### src/rtl/kp_pkg.sv
package kp_pkg;

  typedef enum logic [1:0] {
    ST_IDLE,
    ST_SCAN,
    ST_VERIFY,
    ST_RELEASE
  } scan_state_t;

  localparam int LINES = 4;

  // Key values by row (0..3), then column from high bit to low bit.
  localparam logic [63:0] KEY_MAP = 64'h1230_456F_789E_ABCD;

  function automatic logic [3:0] row_drive(input logic [1:0] idx);
    row_drive = 4'b1111 ^ (4'b1000 >> idx);
  endfunction

  function automatic logic [3:0] key_value(input logic [1:0] r, input logic [1:0] p);
    key_value = KEY_MAP[4*(15 - int'({r, p})) +: 4];
  endfunction

endpackage

### src/rtl/kp_sync.sv
module kp_sync #(
  parameter int WIDTH  = 4,
  parameter int STAGES = 2
) (
  input  logic             clk,
  input  logic             rst,
  input  logic [WIDTH-1:0] d,
  output logic [WIDTH-1:0] q
);

  logic [WIDTH-1:0] chain [STAGES];

  always_ff @(posedge clk) begin
    if (rst) begin
      for (int i = 0; i < STAGES; i++) chain[i] <= '1;
    end else begin
      chain[0] <= d;
      for (int i = 1; i < STAGES; i++) chain[i] <= chain[i-1];
    end
  end

  assign q = chain[STAGES-1];

endmodule

### src/rtl/kp_decode.sv
module kp_decode
  import kp_pkg::*;
(
  input  logic [LINES-1:0] cols,
  input  logic [1:0]       row_idx,
  output logic             hit,
  output logic [3:0]       key
);

  logic [1:0] pos;

  // Priority: the loop climbs the column bits, so the highest low bit wins.
  always_comb begin
    hit = ~&cols;
    pos = 2'd0;
    for (int b = 0; b < LINES; b++) begin
      if (!cols[b]) pos = 2'(LINES - 1 - b);
    end
    key = key_value(row_idx, pos);
  end

endmodule

### src/rtl/kp_ctrl.sv
module kp_ctrl
  import kp_pkg::*;
#(
  parameter int SETTLE_CYCLES   = 4,
  parameter int DEBOUNCE_CYCLES = 16
) (
  input  logic             clk,
  input  logic             rst,
  input  logic [LINES-1:0] col_s,
  input  logic             hit,
  input  logic [3:0]       key,
  output logic [1:0]       row_idx,
  output logic [LINES-1:0] row_out,
  output logic [3:0]       key_code,
  output logic             key_valid,
  output logic             press_irq
);

  localparam int MAXC = (SETTLE_CYCLES > DEBOUNCE_CYCLES) ? SETTLE_CYCLES : DEBOUNCE_CYCLES;
  localparam int CW   = $clog2(MAXC + 1);
  localparam logic [CW-1:0] SETTLE_LAST = CW'(SETTLE_CYCLES - 1);
  localparam logic [CW-1:0] DEB_LAST    = CW'(DEBOUNCE_CYCLES - 1);

  scan_state_t      state;
  logic [CW-1:0]    cnt;
  logic [LINES-1:0] held_cols;

  always_ff @(posedge clk) begin
    if (rst) begin
      state     <= ST_IDLE;
      row_idx   <= 2'd0;
      cnt       <= '0;
      held_cols <= '1;
      row_out   <= '0;
      key_code  <= '0;
      key_valid <= 1'b0;
      press_irq <= 1'b0;
    end else begin
      key_valid <= 1'b0;
      press_irq <= 1'b0;
      case (state)
        ST_IDLE: begin
          if (col_s != '1) begin
            press_irq <= 1'b1;
            state     <= ST_SCAN;
            row_idx   <= 2'd0;
            cnt       <= '0;
            row_out   <= row_drive(2'd0);
          end
        end
        ST_SCAN: begin
          if (cnt == SETTLE_LAST) begin
            cnt <= '0;
            if (hit) begin
              state     <= ST_VERIFY;
              held_cols <= col_s;
            end else if (row_idx == 2'd3) begin
              state   <= ST_RELEASE;
              row_out <= '0;
            end else begin
              row_idx <= row_idx + 2'd1;
              row_out <= row_drive(row_idx + 2'd1);
            end
          end else begin
            cnt <= cnt + 1'b1;
          end
        end
        ST_VERIFY: begin
          if (cnt == DEB_LAST) begin
            cnt     <= '0;
            state   <= ST_RELEASE;
            row_out <= '0;
            if (col_s == held_cols) begin
              key_valid <= 1'b1;
              key_code  <= key;
            end
          end else begin
            cnt <= cnt + 1'b1;
          end
        end
        default: begin
          if (col_s == '1) state <= ST_IDLE;
        end
      endcase
    end
  end

  // rows are all low or carry exactly one low bit
  assert_row_shape_R3: assert property (@(posedge clk) disable iff (rst)
    (row_out == '0) || ($countones(row_out) == LINES - 1));

  // a row pattern stays put until its settle window ends
  assert_scan_hold_R3: assert property (@(posedge clk) disable iff (rst)
    (state == ST_SCAN && $past(state) == ST_SCAN && $past(cnt) != SETTLE_LAST)
      |-> $stable(row_out));

  // an interrupt comes only out of the all-rows-low idle drive
  assert_irq_from_idle_R2: assert property (@(posedge clk) disable iff (rst)
    press_irq |-> ($past(row_out) == '0 && row_out != '0));

  // a strobe follows only the end of a debounce window
  assert_valid_after_verify_R6: assert property (@(posedge clk) disable iff (rst)
    key_valid |-> $past(state) == ST_VERIFY);

  // the strobe lasts one cycle
  assert_valid_pulse_R7: assert property (@(posedge clk) disable iff (rst)
    key_valid |=> !key_valid);

  // rows drop back low together with the strobe
  assert_valid_rows_low_R8: assert property (@(posedge clk) disable iff (rst)
    key_valid |-> row_out == '0);

endmodule

### src/rtl/keypad_scanner.sv
module keypad_scanner #(
  parameter int SETTLE_CYCLES   = 4,
  parameter int DEBOUNCE_CYCLES = 16,
  parameter int SYNC_STAGES     = 2
) (
  input  logic       clk,
  input  logic       rst,
  input  logic [3:0] col_in,
  output logic [3:0] row_out,
  output logic [3:0] key_code,
  output logic       key_valid,
  output logic       press_irq
);

  logic [3:0] col_s;
  logic [1:0] row_idx;
  logic       hit;
  logic [3:0] key;

  kp_sync #(.WIDTH(4), .STAGES(SYNC_STAGES)) u_sync (
    .clk (clk),
    .rst (rst),
    .d   (col_in),
    .q   (col_s)
  );

  kp_decode u_decode (
    .cols    (col_s),
    .row_idx (row_idx),
    .hit     (hit),
    .key     (key)
  );

  kp_ctrl #(
    .SETTLE_CYCLES   (SETTLE_CYCLES),
    .DEBOUNCE_CYCLES (DEBOUNCE_CYCLES)
  ) u_ctrl (
    .clk       (clk),
    .rst       (rst),
    .col_s     (col_s),
    .hit       (hit),
    .key       (key),
    .row_idx   (row_idx),
    .row_out   (row_out),
    .key_code  (key_code),
    .key_valid (key_valid),
    .press_irq (press_irq)
  );

endmodule

### config.mk
export PLATFORM = sky130hd
export DESIGN_NAME = keypad_scanner
export DESIGN_NICKNAME = d
export VERILOG_FILES = /design/src/rtl/kp_pkg.sv /design/src/rtl/kp_sync.sv /design/src/rtl/kp_decode.sv /design/src/rtl/kp_ctrl.sv /design/src/rtl/keypad_scanner.sv
export SDC_FILE = /design/constraint.sdc
export NUM_CORES = 1
export LEC_CHECK = 0
export ABC_AREA = 1
export BUFFER_PORTS_ARGS = -buffer_cell sky130_fd_sc_hd__buf_4
export CORE_UTILIZATION = 58
export DETAILED_ROUTE_END_ITERATION = 6
export HOLD_SLACK_MARGIN = 0.1
export PLACE_DENSITY = 0.78
export SETUP_SLACK_MARGIN = 0.02
export SYNTH_ARGS = -nofsm -noshare
export SYNTH_HDL_FRONTEND = slang
export SYNTH_HIERARCHICAL = 1
export SYNTH_SLANG_ARGS = --single-unit
### constraint.sdc
create_clock -name clk -period 2.1 [get_ports clk]
set_clock_uncertainty 0.15 [all_clocks]
set_input_delay 0.105 -clock clk [delete_from_list [all_inputs] [get_ports clk]]
set_output_delay 0.105 -clock clk [all_outputs]
set_load 0.01 [all_outputs]
==> flow_metrics.tcl <==
set metrics [dict create \
    status "completed" \
    die_x_um 56.31 \
    ys_ff_latch 31 \
    drt-wirelength-per-cell_um 10.68 \
    numPortBuffers 15 \
    worstPathRequired_ns 2.21 \
    syn_nets 265 \
    htreeDepth 2 \
    max_slew_margin_pct 75.00 \
    cts_buffers 5 \
    design_area_mm2 0.001999 \
    end_kind "flip-flop" \
    dp_hpwl_mm 2.277 \
    avgSynthCellArea_um2 6.925 \
    routed_wl_mm 3.247 \
    max_freq_ghz 0.5595 \
    clock_latency_ns 0.32 \
    syn2layout_area_growth_pct 16.90 \
    hold_violations 0 \
    synth_edf_count 0 \
    cp-start-kind "flip-flop" \
    cap_violations 0 \
    antenna_found_initial 0 \
    crit_arrival_ns 1.90 \
    crit_fanout 6 \
    drc 0 \
    drtAntennaViolNets 0 \
    dp_cells 287 \
    core_area_mm2 0.002781 \
    cts_tree "yes" \
    setup_violations 0 \
    ys_seq_area_share_pct 36.28 \
    layout.cells.non_filler 304 \
    cts-resized-gates 0 \
    period_needed_ns 1.787 \
    ir_drop_uv 800.3 \
    clock-root-buffer "clkbuf_4" \
    antenna_cells 0 \
    vias 1514 \
    met3_length_um 84 \
    min_period_over_period_pct 85.11 \
    cts_hold_buf 9 \
    hp-class "flip-flop to flip-flop" \
    dr.pass1.iters 4 \
    ys_async_sr_fraction_pct 0 \
    wl_met1_mm 1.601 \
    crit_type "flip-flop to flip-flop" \
    syn_area_mm2 0.001710 \
    cts_buffer_depth 2 \
    p_per_area_mw_per_mm2 1012 \
    die_area_mm2 0.003170 \
    rows 19 \
    synth_cell_type_count 26 \
    dieHeight_um 56.31 \
    overflow 0 \
    finalSetupTns_ns 0 \
    synth-main-ff-cell "dfxtp_1" \
    post_cts_buffers 0 \
    nNetsFinal 290 \
    initial_utilization_pct 61.49 \
    cts.clk_slew.worst_paths_ns 0.10 \
    grt_usage_pct 24.00 \
    drt-initial-drc-count 50 \
    grt_pass1_wl_mm 5.940 \
    place_congestion 0.8612 \
    finalMaxSlewViolations 0 \
    top_layer "met4" \
    placed_area_mm2 0.001823 \
    vias_per_cell 4.980 \
    tightest_slew_ns 0.3750 \
    yosysWarnings 6 \
    final_layout_size_suffix_gt1_share_pct 15.02 \
    wl_met2_mm 1.514 \
    cts.sinks 31 \
    leakagePower_nw 1.014 \
    num_io_pins 16 \
    grt_max_degree 14 \
    grt_pass1_vias 1408 \
    rsz0062_at_grt "no" \
    syn_inst 247 \
]
[worst paths after layout]
| check | startpoint | end | slack, ns | depth (start not counted) |
|---|---|---|---|---|
| max reg2reg | u_sync/chain[0][5]$_SDFF_PP1_ | u_ctrl/key_code[2]$_SDFFE_PP0P_ | 0.31 | 9 |
| min reg2reg | u_sync/chain[0][3]$_SDFF_PP1_ | u_sync/chain[0][7]$_SDFF_PP1_ | 0.27 | 2 |
| min | u_sync/chain[0][3]$_SDFF_PP1_ | u_sync/chain[0][7]$_SDFF_PP1_ | 0.27 | 2 |
| max | u_sync/chain[0][5]$_SDFF_PP1_ | u_ctrl/key_code[2]$_SDFFE_PP0P_ | 0.31 | 9 |
[cells in the mapped netlist (2+ instances only)]
library cell	count	area share, %
nor2_2	4	1.5
a21oi_1	14	4.1
xor2_1	2	1.0
inv_1	35	7.7
buf_4	5	2.2
nand2_1	61	13
nand3_1	19	5.6
o21ai_0	12	3.5
nor2_1	28	6.1
inv_2	5	1.1
nor3_1	2	0.59
dfxtp_1	31	36
nand2_2	3	1.1
nand2_4	2	1.3
ha_1	12	8.8
o21bai_1	2	0.88
[report_power, final]
part | internal, W | total (W) | leakage, nW | switching, W
Clock | 0.000281 | 0.000485 | 0.0482 | 0.000203
Sequential | 0.000660 | 0.000726 | 0.254 | 0.0000665
Combinational | 0.000303 | 0.000813 | 0.712 | 0.000510
[logic make-up after synthesis]
kind of cell	after synthesis	share of synthesized area (%)
adder cells (fa/ha/maj)	12	8.778
XOR/XNOR	3	1.536
AO/OA/AOI/OAI	32	10.10
AND/OR/NAND/NOR	122	31.82
flip-flops	31	36.28
buffers and inverters	47	11.49
[final cells by class]
class	instances	area (µm²)
repair buffers	25	210.2
clock inverters	2	35.03
fillers	237	782.0
well taps	31	38.79
clock buffers	6	51.30
multi-input cells	169	893.4
flip-flops and latches	31	620.6
inverters	40	150.1
[cell usage in the layout (no fill, tap or decap), types with 9 or more instances in the layout]
master,Yosys,final
nand2_1,61,61
dfxtp_1,31,31
buf_4,5,16
a21oi_1,14,14
dlygate4sd3_1,0,9
ha_1,12,12
o21ai_0,12,12
nor2_1,28,28
nand3_1,19,19
inv_1,35,35
[through the flow]
| step | utilization (%) | power (W) | hold slack [ns] | setup slack [ns] |
|---|---|---|---|---|
| 3_3_place_gp | 65.54 | 0.001521 | 0.1315 | 0.3712 |
| 3_5_place_dp | 65.54 | 0.001534 | 0.1373 | 0.3556 |
| 2_1_floorplan | - | 0.001359 | 0.04701 | 0.4841 |
| 5_1_grt | 71.88 | 0.002207 | 0.2901 | 0.1302 |
| 6_report | 71.88 | 0.002024 | 0.2663 | 0.3126 |
| 4_1_cts | 71.88 | 0.002032 | 0.2655 | 0.3333 |
[worst max-delay path, stage by stage (launching register included)]
cell and delay [ns]:
dfxtp_1 0.47, nand2_1 0.08, nand2_1 0.07, nand2_2 0.08
ha_1 0.33, nor2_2 0.11, nor2_1 0.04, a31oi_1 0.15
nand3_1 0.10, a21oi_1 0.14
[sequential cells by signal, indices dropped and copies added, names as in the netlist, 2 cells and up]
signal / count
u_ctrl/row_idx: 2
u_ctrl/key_code: 4
u_ctrl/row_out: 4
u_ctrl/state: 2
u_ctrl/cnt: 5
u_sync/chain: 8
u_ctrl/held_cols: 4
[layer usage]
metal	up-vias	GRT usage, %
li1	811	-
met1	676	29.49
met2	20	41.67
met3	7	5.530
met4	0	7.317
met5	-	0
(Power assumes the default switching activity.)
